[src/rtl/irq_pkg.sv]
package irq_pkg;
  localparam int VEC_W = 16;
  localparam int NUM_MASK = 3;

  typedef enum logic [2:0] {
    SRC_EXT  = 3'd0,
    SRC_LO   = 3'd1,
    SRC_HI   = 3'd2,
    SRC_EDGE = 3'd3,
    SRC_NMI  = 3'd4
  } irq_src_e;

  localparam int MB_LO   = 0;
  localparam int MB_HI   = 1;
  localparam int MB_EDGE = 2;

  localparam logic [VEC_W-1:0] VEC_NMI  = 16'h0024;
  localparam logic [VEC_W-1:0] VEC_LO   = 16'h002C;
  localparam logic [VEC_W-1:0] VEC_HI   = 16'h0034;
  localparam logic [VEC_W-1:0] VEC_EDGE = 16'h003C;
endpackage

[src/rtl/irq_edge_latch.sv]
module irq_edge_latch #(
  parameter int N = 2
) (
  input  logic         clk_i,
  input  logic         rst_ni,
  input  logic [N-1:0] req_i,
  input  logic [N-1:0] clr_i,
  output logic [N-1:0] pend_o
);
  logic [N-1:0] prev_q;

  for (genvar g = 0; g < N; g++) begin : g_lat
    always_ff @(posedge clk_i or negedge rst_ni) begin
      if (!rst_ni) begin
        prev_q[g] <= 1'b0;
        pend_o[g] <= 1'b0;
      end else begin
        prev_q[g] <= req_i[g];
        // new edge wins over a same-cycle clear
        if (req_i[g] && !prev_q[g]) pend_o[g] <= 1'b1;
        else if (clr_i[g])          pend_o[g] <= 1'b0;
      end
    end
  end
endmodule

[src/rtl/irq_enable_ctrl.sv]
module irq_enable_ctrl #(
  parameter int MASK_W = irq_pkg::NUM_MASK
) (
  input  logic              clk_i,
  input  logic              rst_ni,
  input  logic              ei_i,
  input  logic              di_i,
  input  logic              ack_i,
  input  logic              boundary_i,
  input  logic              mask_we_i,
  input  logic [MASK_W-1:0] mask_wdata_i,
  output logic              ie_o,
  output logic [MASK_W-1:0] mask_o
);
  logic arm_q;

  always_ff @(posedge clk_i or negedge rst_ni) begin
    if (!rst_ni) begin
      ie_o  <= 1'b0;
      arm_q <= 1'b0;
    end else if (di_i || ack_i) begin
      ie_o  <= 1'b0;
      arm_q <= 1'b0;
    end else begin
      if (boundary_i && arm_q) ie_o <= 1'b1;
      if (ei_i)            arm_q <= 1'b1;
      else if (boundary_i) arm_q <= 1'b0;
    end
  end

  always_ff @(posedge clk_i or negedge rst_ni) begin
    if (!rst_ni)        mask_o <= '1;
    else if (mask_we_i) mask_o <= mask_wdata_i;
  end
endmodule

[src/rtl/irq_arbiter.sv]
module irq_arbiter
  import irq_pkg::*;
#(
  parameter int RSTN_W = 3,
  parameter int STRIDE = 3
) (
  input  logic                boundary_i,
  input  logic                ie_i,
  input  logic [NUM_MASK-1:0] mask_i,
  input  logic                nmi_pend_i,
  input  logic                edge_pend_i,
  input  logic                lvl_hi_i,
  input  logic                lvl_lo_i,
  input  logic                ext_i,
  input  logic [RSTN_W-1:0]   ext_num_i,
  output logic                ack_o,
  output irq_src_e            src_o,
  output logic [VEC_W-1:0]    vec_o
);
  localparam int PAD = VEC_W - RSTN_W - STRIDE;

  always_comb begin
    ack_o = 1'b0;
    src_o = SRC_EXT;
    vec_o = '0;
    if (boundary_i) begin
      if (nmi_pend_i) begin
        ack_o = 1'b1; src_o = SRC_NMI; vec_o = VEC_NMI;
      end else if (ie_i) begin
        if (edge_pend_i && !mask_i[MB_EDGE]) begin
          ack_o = 1'b1; src_o = SRC_EDGE; vec_o = VEC_EDGE;
        end else if (lvl_hi_i && !mask_i[MB_HI]) begin
          ack_o = 1'b1; src_o = SRC_HI; vec_o = VEC_HI;
        end else if (lvl_lo_i && !mask_i[MB_LO]) begin
          ack_o = 1'b1; src_o = SRC_LO; vec_o = VEC_LO;
        end else if (ext_i) begin
          ack_o = 1'b1; src_o = SRC_EXT;
          vec_o = {{PAD{1'b0}}, ext_num_i, {STRIDE{1'b0}}};
        end
      end
    end
  end
endmodule

[src/rtl/irq_prio_ctrl.sv]
module irq_prio_ctrl
  import irq_pkg::*;
#(
  parameter int RSTN_W = 3,
  parameter int STRIDE = 3,
  localparam int RD_W = NUM_MASK + 1
) (
  input  logic                clk_i,
  input  logic                rst_ni,
  input  logic                nmi_i,
  input  logic                edge_irq_i,
  input  logic                lvl_hi_i,
  input  logic                lvl_lo_i,
  input  logic                ext_irq_i,
  input  logic [RSTN_W-1:0]   restart_num_i,
  input  logic                boundary_i,
  input  logic                ei_i,
  input  logic                di_i,
  input  logic                mask_we_i,
  input  logic [NUM_MASK-1:0] mask_wdata_i,
  input  logic                mask_re_i,
  output logic [RD_W-1:0]     mask_rdata_o,
  output logic                ack_o,
  output logic [2:0]          src_o,
  output logic [VEC_W-1:0]    vec_o
);
  logic                ie_q;
  logic [NUM_MASK-1:0] mask_q;
  logic [1:0]          pend_q;   // [1] nmi, [0] edge source
  logic [1:0]          clr;
  irq_src_e            src;

  assign clr[1] = ack_o && (src == SRC_NMI);
  assign clr[0] = ack_o && (src == SRC_EDGE);

  irq_edge_latch #(.N(2)) u_lat (
    .clk_i  (clk_i),
    .rst_ni (rst_ni),
    .req_i  ({nmi_i, edge_irq_i}),
    .clr_i  (clr),
    .pend_o (pend_q)
  );

  irq_enable_ctrl #(.MASK_W(NUM_MASK)) u_en (
    .clk_i        (clk_i),
    .rst_ni       (rst_ni),
    .ei_i         (ei_i),
    .di_i         (di_i),
    .ack_i        (ack_o),
    .boundary_i   (boundary_i),
    .mask_we_i    (mask_we_i),
    .mask_wdata_i (mask_wdata_i),
    .ie_o         (ie_q),
    .mask_o       (mask_q)
  );

  irq_arbiter #(.RSTN_W(RSTN_W), .STRIDE(STRIDE)) u_arb (
    .boundary_i  (boundary_i),
    .ie_i        (ie_q),
    .mask_i      (mask_q),
    .nmi_pend_i  (pend_q[1]),
    .edge_pend_i (pend_q[0]),
    .lvl_hi_i    (lvl_hi_i),
    .lvl_lo_i    (lvl_lo_i),
    .ext_i       (ext_irq_i),
    .ext_num_i   (restart_num_i),
    .ack_o       (ack_o),
    .src_o       (src),
    .vec_o       (vec_o)
  );

  assign src_o        = src;
  assign mask_rdata_o = mask_re_i ? {ie_q, mask_q} : '0;
endmodule

[config.mk]
export PLATFORM = sky130hd
export DESIGN_NAME = irq_prio_ctrl
export DESIGN_NICKNAME = d
export VERILOG_FILES = /design/src/rtl/irq_pkg.sv /design/src/rtl/irq_edge_latch.sv /design/src/rtl/irq_enable_ctrl.sv /design/src/rtl/irq_arbiter.sv /design/src/rtl/irq_prio_ctrl.sv
export SDC_FILE = /design/constraint.sdc
export NUM_CORES = 1
export LEC_CHECK = 0
export BUFFER_PORTS_ARGS = -buffer_cell sky130_fd_sc_hd__buf_2
export CAP_MARGIN = 15
export CORE_MARGIN = 1.5
export CORE_UTILIZATION = 40
export DETAILED_ROUTE_END_ITERATION = 7
export PLACE_DENSITY = 0.83
export SKIP_LAST_GASP = 1
export SLEW_MARGIN = 40
export SYNTH_ARGS = -nofsm -noshare
export SYNTH_HDL_FRONTEND = slang
export SYNTH_SLANG_ARGS = --single-unit
[constraint.sdc]
create_clock -name clk_i -period 2.8 [get_ports clk_i]
set_input_delay 0.56 -clock clk_i [delete_from_list [all_inputs] [get_ports clk_i]]
set_output_delay 0.56 -clock clk_i [all_outputs]
set_load 0.1 [all_outputs]
==> impl_results.md, run 1 <==
* Overall die area at 0.00175 mm²
* Post-Synth Simple-Gate Area at 0.290
* Worst-path fanout max at 4
* Layout area overhead at 25.3%
* Clk pin slew, worst setup/hold paths at 0.06 ns
* Initial core utilization at 0.448
* CTS tree: yes
* Gpl congestion at 0.678
* Post-synthesis compound-gate area fraction at 0.108
* Xor/xnor share of the synthesized area at 0
* GRT overflow at 0
* Max Cap Viol at 0
* Most frequent cell after synthesis: buf_4
* Synth Flop Type: dfrtp_1
* Power per cell area at 603 mW/mm²
* Mapped Area at 604 µm²
* Die H at 41.9 µm
* Dpl cells at 108
* Synth top cells by count: 12 x buf_4, 7 x a21oi_1, 7 x nor2_1
* CTS Sinks at 9
* Post-CTS Resized at 0
* Initial DRC count at 2
* Vias per cell at 4.57
* Vias in the first global route at 488
* Half-perimeter wire length after placement at 1030 µm
* Initial antenna violation count at 0
* Post-Synthesis Cells at 65
* CTS root buf: clkbuf_4
* Fraction of the mapped netlist area in adder cells at 0
* Final Hold Vio Count at 0
* VDD IR max at 0.000335 V
* Minimum clock period at 2.27 ns
* CTS Buf Count at 3
* Worst flop-to-flop path startpoint: u_en.mask_o[0]
* Max Fclk at 441 MHz
* Lkg Pwr at 0.000396 µW
* Mean Syn Cell Area at 9.30 µm²
* Critical setup path kind: flip-flop to output port
* Fin util at 0.561
* H-Tree Depth at 1
* Buffers on Ports at 29
* Via count at 512
* Setup Skew at 0.000705 ns
* Final wirelength at 1150 µm
* Worst-Skew Late Latency at 0.25 ns
* Launching element type of the critical path: flip-flop
* RSZ-0062 raised after global routing: no
* Antenna Cells at 0
* Post-Route Setup TNS at 0 ns
* Final nets at 116
* Seq/Total Area, Yosys at 0.379
* Core Region at 0.00135 mm²
* CP endpoint kind: output port
* Run status: finished, final reports clean
* Crit. Startpoint: u_en.mask_o[2]
* Synth unique cells at 23
* CP Data Arrival Time at 1.71 ns
* Synth warn at 0
* Tot GR Track Use at 0.145
* Post-CTS Setup Inserts at 0
* # DRC at 0
* Post-synth top area share at 0.248
* Detail Route Antenna Nets at 0
* Multiplexer area fraction after synthesis at 0.0559
* Dominant cells by area after synthesis: dfrtp_1 25%, buf_4 15%, dfstp_2 13%
* Hold-fix buffers at CTS at 0
* Largest net degree at the start of global routing at 10
* Post-route setup slack at 0.533 ns
* Share of layout cells above drive strength 1 at 0.485
* DP Worst Slack at 0.605 ns
* Number of placement rows at 13
* Hold Crit Class: input pin to async pin
* Biggest area consumer among synthesized cells: dfrtp_1
* Largest family of logic cells by synthesized area: simple AND/OR/NAND/NOR gates
* Fraction of registers with async set or reset after synthesis at 1.00
* EDFF count, synth at 0
* Non-Filler Instances at 112
* Max Buffers Root-to-Sink at 2
* Final period util at 0.810
* Yosys reg bits at 9
* Global-route wire length before repair at 1990 µm
* IO Count at 42
* Drt wl/cell at 10.3 µm
* Critical path required time at 2.24 ns
* Final setup violation count at 0
* Slew Limit Fails at 0
* Die Wd at 41.9 µm
* Worst Hold Slack at 0.145 ns
* First-pass DRT Iterations at 2
-- registers in the layout, indices dropped and copies added, names as in the netlist --
name / cells
u_en.arm_q: 1
u_en.mask_o: 3
u_lat.pend_o: 2
u_lat.prev_q: 2
u_en.ie_o: 1
-- critical path: stages, from the launching register on --
cell and delay (ns):
dfstp_2 0.56, nor2b_1 0.08, nor4_1 0.42, a21oi_2 0.08
buf_2 0.30
-- where the power goes --
part | switching (µW) | total [µW] | internal [µW]
logic | 172 | 209 | 36.9
registers | 9.31 | 152 | 143
clock network | 40.5 | 95.1 | 54.6
-- metal layers --
metal | wire length [µm] | vias to the layer above | GRT usage
met5 | 0 | - | 0
met2 | 586 | 26 | 0.253
met4 | 16 | 0 | 0.0774
met1 | 468 | 224 | 0.173
met3 | 76 | 2 | 0.0130
li1 | - | 260 | -
-- cell type report --
cell class,count,area (µm²)
Multi-Input combinational cell,53,330
Fill cell,137,593
Tap cell,15,18.8
Inverter,2,7.51
Sequential cell,9,229
Timing Repair Buffer,29,145
Clock buffer,4,26.3
-- worst paths after layout --
kind / slack [ns] / to / depth (start not counted)
setup / recovery: 0.53 / vec_o[5] / 4
hold / removal: 0.14 / u_lat.prev_q[1] / 1
setup reg to reg: 1.59 / u_en.ie_o / 3
hold reg to reg: 0.55 / u_lat.pend_o[1] / 2
max in group asynchronous: 2.41 / u_en.mask_o[1] / 1
min in group clk_i: 0.43 / u_lat.prev_q[1] / 1
-- kinds of logic (layout without fill, tap and decap cells) --
logic type / Yosys count / count (layout)
buffers and inverters: 14 / 35
multiplexers: 3 / 3
flip-flops: 9 / 9
AND/OR/NAND/NOR: 27 / 27
other: 1 / 12
AO/OA/AOI/OAI: 11 / 11
-- through the flow --
stage	total power, µW	instance area (µm²)
floorplan	344	657
global placement	361	731
detailed placement	365	731
CTS	463	757
global route	478	757
finish	457	757
-- cell usage in the layout (no fill, tap or decap) --
master | Yosys | routed
a211oi_1 | 2 | 2
a21oi_1 | 7 | 4
a21oi_2 | 0 | 3
a22o_2 | 1 | 1
and2_1 | 4 | 4
and2_2 | 2 | 2
buf_2 | 0 | 29
clkbuf_1 | 0 | 1
clkbuf_4 | 0 | 3
conb_1 | 1 | 12
dfrtp_1 | 6 | 6
dfstp_2 | 3 | 3
inv_1 | 2 | 2
mux2_2 | 3 | 3
nand2_1 | 1 | 1
nand3_1 | 2 | 2
nand3b_1 | 1 | 1
nand4b_4 | 1 | 1
nor2_1 | 7 | 7
nor2_4 | 1 | 1
nor2b_1 | 4 | 4
nor3_1 | 1 | 1
nor4_1 | 1 | 1
o21ai_0 | 1 | 1
or2b_1 | 1 | 1
or2b_2 | 1 | 1
Power figures use the tool's default switching activity.
==> run 2: changes to the inputs <==
--- a/config.mk
+++ b/config.mk
@@ -5,6 +5,7 @@
 export SDC_FILE = /design/constraint.sdc
 export NUM_CORES = 1
 export LEC_CHECK = 0
+export ABC_AREA = 1
 export BUFFER_PORTS_ARGS = -buffer_cell sky130_fd_sc_hd__buf_2
 export CAP_MARGIN = 15
 export CORE_MARGIN = 1.5
==> constraint.sdc (replaced) <==
create_clock -name clk_i -period 2.1 [get_ports clk_i]
set_input_delay 0.42 -clock clk_i [delete_from_list [all_inputs] [get_ports clk_i]]
set_output_delay 0.42 -clock clk_i [all_outputs]
set_load 0.1 [all_outputs]
==> impl_results.md, run 2 <==
* Run status: finished, final reports clean (unchanged)
* Initial core utilization at 0.449 (was 0.448)
* EDFF count, synth at 0 (unchanged)
* Slew Limit Fails at 0 (unchanged)
* Post-synth top area share at 0.245 (was 0.248)
* Overall die area at 0.00178 mm² (was 0.00175 mm²)
* Reg2Reg Setup Slack at 0.99 ns (was 1.59 ns)
* Largest register by flop count: u_en.mask_o (unchanged)
* Post-Route Setup TNS at 0 ns (unchanged)
* CTS tree: yes (unchanged)
* IO Count at 42 (unchanged)
* Biggest area consumer among synthesized cells: dfrtp_1 (unchanged)
* Most used cell, CP: nand2_1
* Crit-path cells: inv_2 -> nand2_4 -> nand2_1 -> nand2_1 -> a31oi_1 -> nor2_2 -> clkbuf_4 (was nor2b_1 -> nor4_1 -> a21oi_2 -> buf_2)
* Largest register FFs at 3 (unchanged)
* Share of layout cells above drive strength 1 at 0.430 (was 0.485)
* Initial antenna violation count at 0 (unchanged)
* Fraction of registers with async set or reset after synthesis at 1.00 (unchanged)
* Max Buffers Root-to-Sink at 2 (unchanged)
* Synth warn at 0 (unchanged)
* Regs by FF count: u_en.mask_o: 3 flops, u_lat.pend_o: 2 flops, u_lat.prev_q: 2 flops (unchanged)
* Post-Synthesis Cells at 82 (was 65)
* Most frequent cell after synthesis: nand2_1 (was buf_4)
* Critical setup path kind: flip-flop to output port (unchanged)
* Combinational share of power at 0.455 (was 0.458)
* Final wirelength at 1120 µm (was 1150 µm)
* Initial DRC count at 12 (was 2)
* Seq pwr share at 0.338 (was 0.334)
* CP Data Arrival Time at 1.53 ns (was 1.71 ns)
* Worst Hold Slack at 0.00743 ns (was 0.145 ns)
* Vias in the first global route at 519 (was 488)
* Mapped Area at 613 µm² (was 604 µm²)
* Largest family of logic cells by synthesized area: simple AND/OR/NAND/NOR gates (unchanged)
* Commonest non-fill, non-tap cell in the layout: buf_2 (unchanged)
* Drt wl/cell at 8.66 µm (was 10.3 µm)
* Minimum clock period at 1.95 ns
* CTS Buf Count at 3 (unchanged)
* Half-perimeter wire length after placement at 1010 µm (was 1030 µm)
* Internal power at 305 µW (was 235 µW)
* # DRC at 0 (unchanged)
* Max Cap Viol at 0 (unchanged)
* Lkg Pwr at 0.000492 µW (was 0.000396 µW)
* Post-CTS Resized at 0 (unchanged)
* Setup Skew at 0.00251 ns (was 0.000705 ns)
* Dominant cells by area after synthesis: dfrtp_1 24%, buf_4 15%, dfstp_2 13% (was dfrtp_1 25%, buf_4 15%, dfstp_2 13%)
* Seq/Total Area, Yosys at 0.373 (was 0.379)
* Die H at 42.2 µm (was 41.9 µm)
* Largest net degree at the start of global routing at 10 (unchanged)
* Synth top cells by count: 17 x nand2_1, 13 x inv_1, 12 x buf_4 (was 12 x buf_4, 7 x a21oi_1, 7 x nor2_1)
* Synth unique cells at 18 (was 23)
* Final setup violation count at 0 (unchanged)
* Gpl congestion at 0.772 (was 0.678)
* Max Fclk at 514 MHz
* Worst-path fanout max at 4 (unchanged)
* RSZ-0062 raised after global routing: no (unchanged)
* Fillers at 134 (was 137)
* Total power at 596 µW (was 457 µW)
* Vias per cell at 4.34 (was 4.57)
* Launching element type of the critical path: flip-flop (unchanged)
* Detail Route Antenna Nets at 0 (unchanged)
* Mean Syn Cell Area at 7.48 µm² (was 9.30 µm²)
* Core Region at 0.00137 mm² (was 0.00135 mm²)
* GRT overflow at 0 (unchanged)
* Post-synthesis compound-gate area fraction at 0.0918 (was 0.108)
* Critical path required time at 1.68 ns (was 2.24 ns)
* Layout area overhead at 27.6% (was 25.3%)
* Synth Flop Type: dfrtp_1 (unchanged)
* Most frequent cells in the layout: 27 x buf_2, 17 x nand2_1, 13 x inv_1, 12 x conb_1, 6 x dfrtp_1 (was 29 x buf_2, 12 x conb_1, 7 x nor2_1, 6 x dfrtp_1)
* Post-Synth Simple-Gate Area at 0.284 (was 0.290)
* Buffers on Ports at 29 (unchanged)
* Post-CTS Setup Inserts at 0 (unchanged)
* First-pass DRT Iterations at 4 (was 2)
* Worst-Skew Late Latency at 0.25 ns (about the same)
* Die Wd at 42.2 µm (was 41.9 µm)
* Multiplexer area fraction after synthesis at 0 (was 0.0559)
* Xor/xnor share of the synthesized area at 0 (unchanged)
* VDD IR max at 0.000381 V (was 0.000335 V)
* Final period util at 0.927
* Yosys reg bits at 9 (unchanged)
* Fraction of the mapped netlist area in adder cells at 0 (unchanged)
* CTS root buf: clkbuf_4 (unchanged)
* Via count at 560 (was 512)
* Clk pin slew, worst setup/hold paths at 0.06 ns (about the same)
* CTS Sinks at 9 (unchanged)
* Final Hold Vio Count at 0 (unchanged)
* Global-route wire length before repair at 2030 µm (was 1990 µm)
* Clk pwr share at 0.207 (was 0.208)
* Antenna Cells at 0 (unchanged)
* Number of placement rows at 13 (unchanged)
* Switching Power at 291 µW (was 222 µW)
* Tot GR Track Use at 0.147 (was 0.145)
* Hold-fix buffers at CTS at 0 (unchanged)
* Max incr delay on CP at 0.53 ns (was 0.56 ns)
* H-Tree Depth at 1 (unchanged)
* Slowest stage cell, crit path: dfstp_2 (unchanged)
* CP endpoint kind: output port (unchanged)
* Final nets at 133 (was 116)
* Power per cell area at 762 mW/mm² (was 603 mW/mm²)
* Hold Crit Class: input pin to async pin (unchanged)
* Sw frac at 0.489 (was 0.486)
## run 2: cell types whose count changed in the layout (fill, tap and decap cells not counted), moves of 3 or more
cell,previous run,this run
nand2_1,1,17
inv_1,2,13
and2_1,4,0
nor2_1,7,3
nor2b_1,4,0
inv_2,0,3
mux2_2,3,0
nand2_2,0,3
o21ai_0,1,4
## run 2: layout make-up
cell class                      count  area [µm²]  area share
Multi-Input combinational cell     56         285       0.365
Inverter                           16        60.1      0.0768
Clock buffer                        4        26.3      0.0336
Timing Repair Buffer               29         163       0.208
Sequential cell                     9         229       0.293
Tap cell                           15        18.8      0.0240
## run 2: path summary, 6_finish.rpt
path | start | endpoint | cells after the start
setup / recovery | u_en.mask_o[1] | vec_o[3] | 7
hold / removal | rst_ni | u_lat.prev_q[0] | 1
setup reg to reg | u_en.mask_o[1] | u_lat.pend_o[0] | 7
hold reg to reg | u_lat.prev_q[1] | u_lat.pend_o[1] | 1
max in group asynchronous | rst_ni | u_en.mask_o[0] | 1
min in group clk_i | edge_irq_i | u_lat.prev_q[0] | 1
## run 2: per-stage QoR
stage                     instances  instance area [µm²]  setup slack [ns]  utilization
after floorplan                  93                  664            -0.274            -
after global placement          125                  753             0.344        0.551
after detailed placement        125                  753             0.323        0.551
after CTS                       129                  779            0.0545        0.571
after global routing            129                  782            0.0458        0.572
final                           129                  782             0.153        0.572
## run 2: metal layers
layer / global-route usage / share of wire / wire length (µm) / up-vias
li1: - / - / - / 296
met1: 0.176 / 0.39 / 438 / 237
met2: 0.256 / 0.52 / 581 / 27
met3: 0.0302 / 0.087 / 97 / 0
met4: 0.0563 / 0 / 0 / 0
met5: 0 / 0 / 0 / -
## run 2: critical path, delay by kind of cell (launching register included)
kind / cells / cell delay [ns]
buffers and inverters: 2 / 0.38
AND/OR/NAND/NOR: 4 / 0.32
AO/OA/AOI/OAI: 1 / 0.05
flip-flops: 1 / 0.53
## run 2: cells by family after synthesis
kind of cell,Yosys count
AND/OR/NAND/NOR,33
buffers and inverters,28
AO/OA/AOI/OAI,11
flip-flops,9
other,1
## run 2: power by group through the flow
stage / logic [µW] / registers [µW] / clock network, µW
after floorplan: 246 / 202 / 0
after global placement: 268 / 204 / 0
after detailed placement: 272 / 204 / 0
after CTS: 272 / 201 / 132
after global routing: 286 / 203 / 141
final: 271 / 201 / 123
